### src/rtl/segrx_pkg.sv
package segrx_pkg;

    localparam int BYTE_W    = 8;
    localparam int RAM_BYTES = 14;
    localparam int ADDR_W    = 4;
    localparam int CNT_W     = $clog2(BYTE_W);

    typedef enum logic [1:0] {
        CLS_MODE = 2'b00,
        CLS_DATA = 2'b01,
        CLS_CTRL = 2'b10,
        CLS_ADDR = 2'b11
    } cmd_class_e;

    typedef struct packed {
        logic       test_mode;
        logic       fixed_addr;
        logic [1:0] wr_sel;
    } data_cfg_t;

    typedef struct packed {
        logic       on;
        logic [2:0] dim;
    } disp_ctrl_t;

    typedef struct packed {
        logic [BYTE_W-1:0] data;
        logic              first;
    } rx_byte_t;

    localparam logic [1:0] MODE_RST = 2'b11;
    localparam logic [1:0] WSEL_RAM = 2'b00;

    function automatic cmd_class_e class_of(input logic [BYTE_W-1:0] b);
        return cmd_class_e'(b[7:6]);
    endfunction

    function automatic logic addr_ok(input logic [ADDR_W-1:0] a);
        return (32'(a) < RAM_BYTES);
    endfunction

endpackage

### src/rtl/segrx_sync.sv
module segrx_sync #(
    parameter int             STAGES  = 2,
    parameter int             W       = 3,
    parameter logic [W-1:0]   RST_VAL = '0
) (
    input  logic         clk,
    input  logic         rst,
    input  logic [W-1:0] async_in,
    output logic [W-1:0] sync_out,
    output logic [W-1:0] rise
);
    localparam int LAST = STAGES - 1;

    logic [W-1:0] pipe [STAGES+1];

    always_ff @(posedge clk) begin
        if (rst) begin
            for (int i = 0; i <= STAGES; i++) pipe[i] <= RST_VAL;
        end else begin
            pipe[0] <= async_in;
            for (int i = 1; i <= STAGES; i++) pipe[i] <= pipe[i-1];
        end
    end

    assign sync_out = pipe[LAST];
    assign rise     = pipe[LAST] & ~pipe[STAGES];

endmodule

### src/rtl/segrx_shift.sv
module segrx_shift
    import segrx_pkg::*;
(
    input  logic     clk,
    input  logic     rst,
    input  logic     stb_hi,
    input  logic     sclk_rise,
    input  logic     din,
    output rx_byte_t rx_byte,
    output logic     rx_vld
);
    logic [BYTE_W-1:0] shreg;
    logic [CNT_W-1:0]  bit_cnt;
    logic              first_pend;
    logic [BYTE_W-1:0] next_shreg;

    assign next_shreg = {din, shreg[BYTE_W-1:1]};

    always_ff @(posedge clk) begin
        rx_vld <= 1'b0;
        if (rst) begin
            shreg      <= '0;
            bit_cnt    <= '0;
            first_pend <= 1'b1;
            rx_byte    <= '0;
        end else if (stb_hi) begin
            bit_cnt    <= '0;
            first_pend <= 1'b1;
        end else if (sclk_rise) begin
            shreg <= next_shreg;
            if (32'(bit_cnt) == BYTE_W - 1) begin
                bit_cnt       <= '0;
                rx_vld        <= 1'b1;
                rx_byte.data  <= next_shreg;
                rx_byte.first <= first_pend;
                first_pend    <= 1'b0;
            end else begin
                bit_cnt <= bit_cnt + 1'b1;
            end
        end
    end

    AST_IDLE_CNT: assert property (@(posedge clk) disable iff (rst)
        stb_hi |=> (bit_cnt == '0));
    AST_VLD_PULSE: assert property (@(posedge clk) disable iff (rst)
        rx_vld |=> !rx_vld);
    AST_FRAME_FIRST: assert property (@(posedge clk) disable iff (rst)
        stb_hi |=> first_pend);

endmodule

### src/rtl/segrx_decode.sv
module segrx_decode
    import segrx_pkg::*;
(
    input  logic              clk,
    input  logic              rst,
    input  logic              rx_vld,
    input  rx_byte_t          rx_byte,
    output logic [1:0]        disp_mode,
    output data_cfg_t         dcfg,
    output logic [ADDR_W-1:0] cur_addr,
    output disp_ctrl_t        dctl,
    output logic              ram_we,
    output logic [ADDR_W-1:0] ram_addr,
    output logic [BYTE_W-1:0] ram_wdata
);
    logic [BYTE_W-1:0] b;
    logic              write_ok;

    assign b        = rx_byte.data;
    assign write_ok = (dcfg.wr_sel == WSEL_RAM) && addr_ok(cur_addr);

    always_ff @(posedge clk) begin
        ram_we <= 1'b0;
        if (rst) begin
            disp_mode <= MODE_RST;
            dcfg      <= '0;
            cur_addr  <= '0;
            dctl      <= '0;
            ram_addr  <= '0;
            ram_wdata <= '0;
        end else if (rx_vld) begin
            if (rx_byte.first) begin
                unique case (class_of(b))
                    CLS_MODE: begin
                        if (b[1:0] != disp_mode) begin
                            disp_mode <= b[1:0];
                            dctl.on   <= 1'b0;
                        end
                    end
                    CLS_DATA: begin
                        dcfg.test_mode  <= b[3];
                        dcfg.fixed_addr <= b[2];
                        dcfg.wr_sel     <= b[1:0];
                    end
                    CLS_ADDR: cur_addr <= b[ADDR_W-1:0];
                    CLS_CTRL: begin
                        dctl.on  <= b[3];
                        dctl.dim <= b[2:0];
                    end
                    default: ;
                endcase
            end else if (write_ok) begin
                ram_we    <= 1'b1;
                ram_addr  <= cur_addr;
                ram_wdata <= b;
                if (!dcfg.fixed_addr) cur_addr <= cur_addr + 1'b1;
            end
        end
    end

    AST_WE_ADDR_VALID: assert property (@(posedge clk) disable iff (rst)
        ram_we |-> (32'(ram_addr) < RAM_BYTES));
    AST_MODE_FORCES_OFF: assert property (@(posedge clk) disable iff (rst)
        (disp_mode != $past(disp_mode)) |-> !dctl.on);
    AST_WE_PULSE: assert property (@(posedge clk) disable iff (rst)
        ram_we |=> !ram_we);
    AST_ADDR_STEP: assert property (@(posedge clk) disable iff (rst)
        ram_we |-> (cur_addr == (dcfg.fixed_addr ? ram_addr : ram_addr + 1'b1)));
    AST_NO_WRITE_OTHER_SEL: assert property (@(posedge clk) disable iff (rst)
        ram_we |-> (dcfg.wr_sel == WSEL_RAM));

endmodule

### src/rtl/segrx_top.sv
module segrx_top
    import segrx_pkg::*;
#(
    parameter int SYNC_STAGES = 2
) (
    input  logic        clk,
    input  logic        rst,
    input  logic        ser_stb,
    input  logic        ser_clk,
    input  logic        ser_din,
    output logic [1:0]  disp_mode,
    output logic        test_mode,
    output logic        fixed_addr,
    output logic [1:0]  wr_sel,
    output logic [3:0]  cur_addr,
    output logic        disp_on,
    output logic [2:0]  dim_code,
    output logic        ram_we,
    output logic [3:0]  ram_addr,
    output logic [7:0]  ram_wdata
);
    localparam int          IDX_STB = 0;
    localparam int          IDX_CLK = 1;
    localparam int          IDX_DIN = 2;
    localparam logic [2:0]  SYNC_RST = 3'b001;

    logic [2:0] s_in, s_out, s_rise;
    rx_byte_t   rx_byte;
    logic       rx_vld;
    data_cfg_t  dcfg;
    disp_ctrl_t dctl;

    assign s_in = {ser_din, ser_clk, ser_stb};

    segrx_sync #(.STAGES(SYNC_STAGES), .W(3), .RST_VAL(SYNC_RST)) u_sync (
        .clk      (clk),
        .rst      (rst),
        .async_in (s_in),
        .sync_out (s_out),
        .rise     (s_rise)
    );

    segrx_shift u_shift (
        .clk       (clk),
        .rst       (rst),
        .stb_hi    (s_out[IDX_STB]),
        .sclk_rise (s_rise[IDX_CLK]),
        .din       (s_out[IDX_DIN]),
        .rx_byte   (rx_byte),
        .rx_vld    (rx_vld)
    );

    segrx_decode u_dec (
        .clk       (clk),
        .rst       (rst),
        .rx_vld    (rx_vld),
        .rx_byte   (rx_byte),
        .disp_mode (disp_mode),
        .dcfg      (dcfg),
        .cur_addr  (cur_addr),
        .dctl      (dctl),
        .ram_we    (ram_we),
        .ram_addr  (ram_addr),
        .ram_wdata (ram_wdata)
    );

    assign test_mode  = dcfg.test_mode;
    assign fixed_addr = dcfg.fixed_addr;
    assign wr_sel     = dcfg.wr_sel;
    assign disp_on    = dctl.on;
    assign dim_code   = dctl.dim;

endmodule

### config.mk
export PLATFORM = sky130hd
export DESIGN_NAME = segrx_top
export DESIGN_NICKNAME = d
export VERILOG_FILES = /design/src/rtl/segrx_pkg.sv /design/src/rtl/segrx_sync.sv /design/src/rtl/segrx_shift.sv /design/src/rtl/segrx_decode.sv /design/src/rtl/segrx_top.sv
export SDC_FILE = /design/constraint.sdc
export NUM_CORES = 1
export LEC_CHECK = 0
export BUFFER_PORTS_ARGS = -buffer_cell sky130_fd_sc_hd__buf_4
export CAP_MARGIN = 40
export CORE_MARGIN = 2
export CORE_UTILIZATION = 59
export DETAILED_ROUTE_END_ITERATION = 10
export PLACE_DENSITY = 0.83
export SLEW_MARGIN = 20
export SYNTH_ARGS = -nofsm -noshare
export SYNTH_HDL_FRONTEND = slang
export SYNTH_SLANG_ARGS = --single-unit
export TNS_END_PERCENT = 30
### constraint.sdc
create_clock -name clk -period 2.1 [get_ports clk]
set_input_delay 0.315 -clock clk [delete_from_list [all_inputs] [get_ports clk]]
set_output_delay 0.315 -clock clk [all_outputs]
set_load 0.02 [all_outputs]
# After elaboration in Yosys (flattened, before gate mapping)
# Memories as Yosys holds them, arrays and structs flattened.
# Index checks and enable logic that the tools add are counted.
# Widths: inputs -> output; s select.
[word_totals]
regBits = 49
ram_bits = 9
inputBits = 5
elab_cells = 69
n_memories = 1
[op_classes]
addsub = 2
n_lt_le_gt_ge = 1
eq_ne = 8
n_mux = 15
bitwise_logic = 9
reduce_logical = 17
[mem_list]
columns = ["name", "words", "width", "rd", "rd_clocked_by_memory_dff", "wr", "line_no", "rtl"]
rows = [
  ["u_sync.pipe", 3, 3, 3, 0, 3, "segrx_sync.sv:14", "logic [W-1:0] pipe [STAGES+1];"],
]
[op_table]
columns = ["cell", "count"]
rows = [
  ["$mux 4", 4],
  ["$mux 3", 4],
  ["$reduce_and 3->1", 4],
  ["$reduce_and 4->1", 3],
  ["$mux 1", 6],
  ["$reduce_or 3->1", 2],
  ["$add 4x1->4 const B", 1],
  ["$eq 2x2->1 const B", 2],
  ["$logic_not 2->1", 2],
  ["$lt 4x4->1 const B", 1],
  ["$ne 2x1->1 const B", 2],
  ["$not 1->1", 4],
  ["$reduce_and 2->1", 2],
  ["$reduce_bool 2->1", 2],
  ["$add 3x1->3 const B", 1],
  ["$eq 3x3->1 const B", 1],
  ["$or 1x1->1", 3],
  ["$and 2x2->2", 1],
  ["$eq 2x1->1 const B", 1],
  ["$ne 2x2->1", 1],
  ["$ne 2x2->1 const B", 1],
  ["$not 2->2", 1],
  ["$pmux 1 s2", 1],
  ["$reduce_or 2->1", 1],
  ["$logic_and 1x1->1", 1],
]

# Longest topological paths before layout
# Gate-level depths: netlist of run 1.
[depth]
word_depth = 4
ltp_mapped = 6

# Hierarchy
# A second synthesis of run 1 with hierarchy kept.
[unflattened]
cells_unflattened = 234
hier_area_um2 = 2275.9
[modules_own_cells]
columns = ["mod", "instances", "cells_per_inst", "area_each_um2", "seq_area_each_um2"]
rows = [
  ["segrx_decode", 1, 124, 1167.4, 540.5],
  ["segrx_shift", 1, 86, 830.8, 420.4],
  ["segrx_sync", 1, 24, 277.8, 180.2],
]

# Least setup slack after synthesis of run 1
# OpenSTA, ideal clock, no wires.
[synth_timing]
path_kind = "reg2reg"
from = "register u_dec.cur_addr[2]"
to = "register u_dec.ram_addr[2]"
arrival_ns = 1.355
setup_slack_ns = 0.675
path_stages_with_launch = 4
path_buffers = 0
period_less_slack_ns = 1.425
path_cell_list = "dfxtp_1 a311o_1 or4_1 a21oi_1"
[synth_via]
elab_chain_cells = 3
[synth_rtl]
columns = ["element", "line_no", "rtl"]
rows = [
  ["start: declaration", "segrx_decode.sv:10", "output logic [ADDR_W-1:0] cur_addr,"],
  ["start signal: assignment", "segrx_decode.sv:45", "CLS_ADDR: cur_addr <= b[ADDR_W-1:0];"],
  ["start signal: assignment", "segrx_decode.sv:56", "if (!dcfg.fixed_addr) cur_addr <= cur_addr + 1'b1;"],
  ["$lt 4x4->1", "segrx_pkg.sv:39", "return (32'(a) < RAM_BYTES);"],
  ["$logic_and 1x1->1", "segrx_decode.sv:20", "assign write_ok = (dcfg.wr_sel == WSEL_RAM) && addr_ok(cur_addr);"],
  ["$reduce_and 3->1 (no source line)", "-", ""],
  ["end signal: assignment", "segrx_decode.sv:54", "ram_addr <= cur_addr;"],
  ["end: declaration", "segrx_decode.sv:13", "output logic [ADDR_W-1:0] ram_addr,"],
]
# Parallel ways exist; a longest one is shown, timed or not.
# A chain may end at the register's enable or synchronous reset.

# Worst setup path after layout of run 1
[layout_timing]
from = "register u_dec.cur_addr[1]"
to = "register u_dec.cur_addr[1]"
[layout_via]
elab_chain_cells = 4
[layout_rtl]
columns = ["element", "line_no"]
rows = [
  ["$add 4x1->4 or $lt 4x4->1 (tied branches)", "segrx_decode.sv:56, segrx_pkg.sv:39"],
  ["$mux 4 or $logic_and 1x1->1 (tied branches)", "segrx_decode.sv:56, segrx_decode.sv:20"],
  ["$mux 4 or $reduce_bool 2->1 (tied branches)", "-"],
  ["$mux 4 or $reduce_and 4->1 (tied branches)", "-"],
]
# Parallel ways exist; a longest one is shown, timed or not. The select of a mux whose other input is x is not followed.

==> run_results.csv, run 1 <==
group,metric,value,unit
synthesis,yosys_warnings,0,
timing,tightest_slew,753,ps
timing,slew_violations,0,
grt,gr-usage-all-layers,22.3,%
synthesis,synth_top_flop_cell,"dfxtp_1",
detailed_routing,wl_per_cell,14.5,um
synthesis,netlist_area,0.00226,sq mm
place,portBuffers,31,
synthesis,synth_edf_count,0,
synthesis,ys_types,43,
cts,cts_tree,"done",
synthesis,synth_nets,255,
cts,insertion_delay,310,ps
worst_hold_path,hold_path.class,"input port to flip-flop",
final_layout,multi_input_area,0.00106,sq mm
final_layout,final_cell_mix,"dfxtp_1 (55), buf_4 (36), a21oi_1 (28), nand2_1 (27)",
run_status,status,"finished clean",
grt,grt_pass1_wl,7.45,mm
cts,cts_resized,0,
die,dieHeight,65.9,um
critical_path,arrival,1960,ps
synthesis,seq_area_frac_synth,48.7,%
cts,cts-htree-levels,2,
die,die_w,65.9,um
detailed_routing,vias,1871,
cts,clk_pin_slew,90,ps
die,core_area,0.00366,sq mm
timing,fin_setup_tns,0,ps
final_layout,area_delta_synth_final,15.7,%
job,cap_violations,0,
critical_path,critPathLaunchType,"flip-flop",
die,die-area,0.00435,sq mm
grt,grt_pass1_vias,1652,
cts,clkSinkCount,55,
synthesis,synth_cells,247,
detailed_routing,drc_errors,0,
critical_path,r2r-end,"u_dec.cur_addr[1]",
place,dpl.hpwl,2.97,mm
detailed_routing,wl,4.61,mm
grt,grt_max_degree,58,
die,core.rowCount,22,
timing,rsz0062_at_grt,"false",
final_layout,diodes,0,
detailed_routing,dr.first_iter.drc_count,216,
synthesis,ys_ff_latch,55,
final_layout,final_common_cell,"dfxtp_1",
timing,hold_ws,187,ps
critical_path,path_max_fanout,16,
place,gp_congestion,0.909,
power_and_ir_drop,p_per_area,691,mW/mm^2
grt,grt-ovfl-total,0,
timing,finClkSkew,9.75,ps
detailed_routing,ant_nets,0,
synthesis,synth-async-reset-ratio,0,%
final_layout,seq_area,0.00110,sq mm
timing,setup_violations,0,
worst_hold_path,holdCritStartpoint,"ser_stb",
cts,holdBufCountCts,0,
timing,worst_slew_margin_rel,49.7,%
die,initial_core_util,61.8,%
power_and_ir_drop,p_leak,0.000994,uW
critical_path,reg2reg_slack,340,ps
critical_path,crit_type,"flip-flop to flip-flop",
detailed_routing,vias_per_cell,5.90,
cts,cts_root_buf,"clkbuf_8",
timing,period_minus_slack,1760,ps
final_layout,num-nets-final,276,
detailed_routing,drt_first_pass_iters,4,
timing,hold_viol,0,
timing,fin_crit_sh,83.9,%
final_layout,final.fill_count,291,
critical_path,required,2290,ps
cts,post_cts.repair.setup_buffers,0,
power_and_ir_drop,ir_worst_vdd,0.546,mV
cts,cts_buffer_depth,2,
critical_path,reg2regPathDepth,3,
cts,tritoncts.num_buffers,5,
die,io_pins,32,
worst_hold_path,holdPathStages,2,
grt,antenna_found_initial,0,
synthesis,postSynthAreaPerCell,9.16,sq um
final_layout,drive_gt1_share,17.8,%
critical_path,endpoint_kind,"flip-flop",
timing,timing.fmax,568,MHz
critical_path,r2r_start,"u_dec.cur_addr[1]",
worst_hold_path,holdPathEnd,"u_sync.pipe[0][0]",
==> per-layer routing <==
layer	vias up	track usage, %	part of all wire, %
met3	8	5.28	5.2
met4	0	8.33	1.4
met2	55	36.9	49
met1	871	28.1	45
met5	-	0	0
li1	937	-	-
==> critical path, stage by stage (launching register included) <==
cell,delay [ps]
dfxtp_1,490
a311o_1,620
o31ai_1,130
a2111oi_0,410
==> area by class of cell <==
class,count,area share (%)
sequential,55,42.1
multi-input combinational,167,40.6
timing repair buffer,36,10.3
clock buffer,5,2.63
tap,48,2.30
clock inverter,3,1.67
inverter,3,0.430
==> cell usage after synthesis (2+ instances only) <==
cell type / n / area, sq um
clkbuf_1: 16 / 60.1
nand4_1: 2 / 12.5
nor2b_1: 7 / 43.8
ha_1: 3 / 37.5
mux2i_1: 10 / 100
or4_1: 2 / 15.0
o31ai_1: 13 / 97.6
nor4_1: 2 / 12.5
dfxtp_1: 55 / 1100
xnor2_1: 2 / 17.5
nor2_1: 13 / 48.8
a211o_1: 2 / 17.5
or2_2: 2 / 12.5
inv_1: 3 / 11.3
a32oi_1: 2 / 17.5
buf_2: 5 / 25.0
nand4b_1: 12 / 105
nor3b_1: 3 / 22.5
nand2_1: 27 / 101
nand2b_1: 4 / 25.0
a21oi_1: 28 / 140
o21ai_0: 8 / 40.0
nor3_1: 6 / 30.0
==> power breakdown <==
| group | internal (uW) | leakage, uW | switching [uW] |
|---|---|---|---|
| combinational | 19.7 | 0.000491 | 29.8 |
| sequential | 1050 | 0.000445 | 11.3 |
| clock | 355 | 0.0000581 | 340 |
| total | 1430 | 0.000994 | 382 |
==> through the flow <==
stage | instance area [sq um] | total power, uW | cells | utilization [%] | setup WS [ps]
detailed placement | 2500 | 1140 | 309 | 68.4 | 392
floorplan | 2260 | 1120 | 247 | - | 675
CTS | 2620 | 1820 | 317 | 71.5 | 379
finish | 2620 | 1810 | 317 | 71.5 | 338
global route | 2620 | 1860 | 317 | 71.5 | 153
global placement | 2500 | 1140 | 309 | 68.4 | 492
==> worst max-delay path by stage <==
| stage | end | startpoint | slack [ps] | cells after the start |
|---|---|---|---|---|
| global route | u_dec.cur_addr[1] | u_dec.cur_addr[1] | 150 | 3 |
| floorplan | u_dec.ram_addr[2] | u_dec.cur_addr[2] | 670 | 3 |
| global placement | u_dec.cur_addr[1] | u_dec.cur_addr[1] | 490 | 3 |
| finish | u_dec.cur_addr[1] | u_dec.cur_addr[1] | 340 | 3 |
| detailed placement | u_dec.cur_addr[1] | u_dec.cur_addr[1] | 390 | 3 |
| CTS | u_dec.cur_addr[1] | u_dec.cur_addr[1] | 380 | 3 |
==> flip-flops by register name, summed over array words and instances, names as in the netlist <==
register            flops
u_dec.ram_we            1
u_shift.first_pend      1
u_dec.dcfg              4
u_dec.cur_addr          4
u_sync.pipe             7
u_dec.ram_wdata         8
u_dec.ram_addr          4
u_dec.dctl              4
u_shift.shreg           7
u_dec.disp_mode         2
u_shift.bit_cnt         3
u_shift.rx_byte         9
u_shift.rx_vld          1
==> cells by family (layout without fill, tap and decap cells) <==
| logic type | Yosys count | count (layout) | synth area share [%] |
|---|---|---|---|
| DFF | 55 | 55 | 48.7 |
| adders and majority gates | 3 | 3 | 1.66 |
| buffers and inverters | 25 | 47 | 4.42 |
| AOI/OAI and AO/OA | 64 | 64 | 17.9 |
| xor gates and xnor gates | 2 | 2 | 0.774 |
| muxes | 10 | 10 | 4.42 |
| and+or+nand+nor | 88 | 88 | 22.2 |
(Power assumes the default switching activity.)
==> inputs of run 2 (changes only) <==
--- a/config.mk
+++ b/config.mk
@@ -8,9 +8,9 @@
 export BUFFER_PORTS_ARGS = -buffer_cell sky130_fd_sc_hd__buf_4
 export CAP_MARGIN = 40
 export CORE_MARGIN = 2
-export CORE_UTILIZATION = 59
+export CORE_UTILIZATION = 50
 export DETAILED_ROUTE_END_ITERATION = 10
-export PLACE_DENSITY = 0.83
+export PLACE_DENSITY = 0.75
 export SLEW_MARGIN = 20
 export SYNTH_ARGS = -nofsm -noshare
 export SYNTH_HDL_FRONTEND = slang
==> constraint.sdc (replaced) <==
create_clock -name clk -period 1.6 [get_ports clk]
set_input_delay 0.24 -clock clk [delete_from_list [all_inputs] [get_ports clk]]
set_output_delay 0.24 -clock clk [all_outputs]
set_load 0.02 [all_outputs]
==> run 2 against run 1 <==
Effect of this change:
- first-iteration DRC count is 13% lower
- setup slack worse by 190 ps
- register-to-register slack worse by 190 ps
- sequential power is 31% higher
- largest power group unchanged
- non-clock buffer count is 9 higher
==> run_results.csv, run 2 (synthesis results as in run 1) <==
group,metric,value,unit
die,dieHeight,71.3,um
final_layout,regMostFlops,"u_shift.rx_byte",
detailed_routing,ant_nets,0,
power_and_ir_drop,finalPower,2270,uW
critical_path,arrival,1640,ps
cts,cts_buffer_depth,2,
power_and_ir_drop,seqPwrFrac,61.2,%
worst_hold_path,holdCritStartpoint,"ser_stb",
power_and_ir_drop,p_comb_share,3.5,%
final_layout,fin_util,61.6,%
power_and_ir_drop,p_per_area,846,mW/mm^2
run_status,status,"finished clean",
detailed_routing,vias_per_cell,5.83,
timing,finClkSkew,5.29,ps
die,core_area,0.00435,sq mm
grt,antenna_found_initial,0,
worst_hold_path,hold_path.class,"input port to flip-flop",
place,dp_slack,205,ps
critical_path,reg2regPathDepth,3,
detailed_routing,dr.first_iter.drc_count,187,
place,gp_congestion,0.876,
cts,tritoncts.num_buffers,5,
final_layout,final_cell_mix,"dfxtp_1 (55), buf_4 (44), a21oi_1 (28), nand2_1 (27)",
place,portBuffers,31,
critical_path,path_max_fanout,12,
final_layout,largest_reg_flops,9,
critical_path,setup.worst_path.end,"u_dec.cur_addr[1]",
cts,clk_pin_slew,90,ps
die,core.rowCount,24,
detailed_routing,vias,1924,
timing,tightest_slew,768,ps
critical_path,crit_slowest_cell,"dfxtp_1",
power_and_ir_drop,p_sw,502,uW
critical_path,endpoint_kind,"flip-flop",
critical_path,crit_type,"flip-flop to flip-flop",
power_and_ir_drop,p_sw_share,22.1,%
grt,grt_max_degree,58,
cts,cts_root_buf,"clkbuf_8",
detailed_routing,wl,4.86,mm
critical_path,max_stage_delay,590,ps
die,die_w,71.3,um
die,io_pins,32,
grt,grt_pass1_vias,1734,
critical_path,path_cells,"and4_1 -> nor3_1 -> a2111oi_0",
grt,grt-ovfl-total,0,
die,die-area,0.00508,sq mm
cts,post_cts.repair.setup_buffers,0,
final_layout,final_common_cell,"dfxtp_1",
timing,timing.fmax,691,MHz
final_layout,final.fill_count,369,
cts,cts-htree-levels,2,
job,cap_violations,0,
timing,period_minus_slack,1450,ps
detailed_routing,drc_errors,0,
timing,worst_slew_margin_rel,48.7,%
final_layout,diodes,0,
critical_path,r2r-end,"u_dec.cur_addr[1]",
critical_path,startpoint,"u_shift.rx_byte[0]",
timing,setup_violations,0,
timing,fin_crit_sh,90.4,%
cts,clkSinkCount,55,
cts,insertion_delay,310,ps
timing,hold_viol,0,
final_layout,largestRegisters,"u_shift.rx_byte (9), u_dec.ram_wdata (8)",
timing,slew_violations,0,
critical_path,critPathLaunchType,"flip-flop",
timing,fin_ws,153,ps
die,initial_core_util,52.0,%
grt,gr-usage-all-layers,19.9,%
timing,rsz0062_at_grt,"false",
timing,fin_setup_tns,0,ps
place,dpl.hpwl,3.18,mm
final_layout,multi_input_area,0.00106,sq mm
power_and_ir_drop,p_clk_share,35.4,%
cts,cts_resized,0,
final_layout,num-nets-final,285,
critical_path,reg2reg_slack,150,ps
detailed_routing,drt_first_pass_iters,7,
grt,grt_pass1_wl,8.09,mm
critical_path,r2r_start,"u_shift.rx_byte[0]",
power_and_ir_drop,p_int,1770,uW
power_and_ir_drop,p_leak,0.00103,uW
final_layout,area_delta_synth_final,18.6,%
final_layout,seq_area,0.00110,sq mm
power_and_ir_drop,ir_worst_vdd,0.711,mV
critical_path,required,1790,ps
detailed_routing,wl_per_cell,14.7,um
cts,holdBufCountCts,0,
final_layout,drive_gt1_share,20.1,%
cts,cts_tree,"done",
run 2: changes by cell type in the layout (fill, tap and decap cells not counted):
cell,before,now
buf_4,36,44
clkbuf_1,0,1
bufinv_16,1,0
clkinv_2,1,0
clkbuf_8,5,6
buf_12,0,1
run 2: power by group through the flow:
stage	Sequential [uW]	Clock [uW]	Combinational (uW)
2_1_floorplan	1430	0	41.8
3_3_place_gp	1420	0	77.8
3_5_place_dp	1420	0	78.5
4_1_cts	1390	819	78.7
5_1_grt	1390	864	85.9
6_report	1390	803	78.6
run 2: layer usage:
metal,vias to the layer above,track usage (%),part of all wire (%)
met3,7,5.20,4.9
met5,-,0,0
met4,0,5.87,1.4
met2,50,31.0,47
li1,955,-,-
met1,912,27.4,47
run 2: cell type report:
class,instances,area share [%]
repair buffers,45,13.1
clock buffers,7,3.22
inverters,3,0.420
clock inverters,1,0.326
flip-flops and latches,55,41.0
well taps,52,2.42
multi-input cells,167,39.5
run 2: worst min path at each step:
| stage | end | slack, ps | depth (start not counted) |
|---|---|---|---|
| 6_report | u_sync.pipe[0][0] | 110 | 2 |
| 5_1_grt | u_sync.pipe[0][0] | 110 | 2 |
| 4_1_cts | u_sync.pipe[0][0] | 110 | 2 |
| 3_5_place_dp | u_sync.pipe[0][3] | 400 | 1 |
| 3_3_place_gp | u_sync.pipe[0][3] | 400 | 1 |
| 2_1_floorplan | u_sync.pipe[0][0] | 340 | 1 |
run 2: through the flow:
| step | cell area, sq um | hold slack (ps) | instances |
|---|---|---|---|
| floorplan | 2260 | 344 | 247 |
| global placement | 2590 | 396 | 322 |
| detailed placement | 2590 | 403 | 322 |
| CTS | 2680 | 107 | 330 |
| global route | 2680 | 105 | 330 |
| finish | 2680 | 109 | 330 |
run 2: critical path, delay by kind of cell, from the launching register on:
kind,cells,cell delay (ps)
DFF,1,590
and+or+nand+nor,2,370
AOI/OAI and AO/OA,1,380
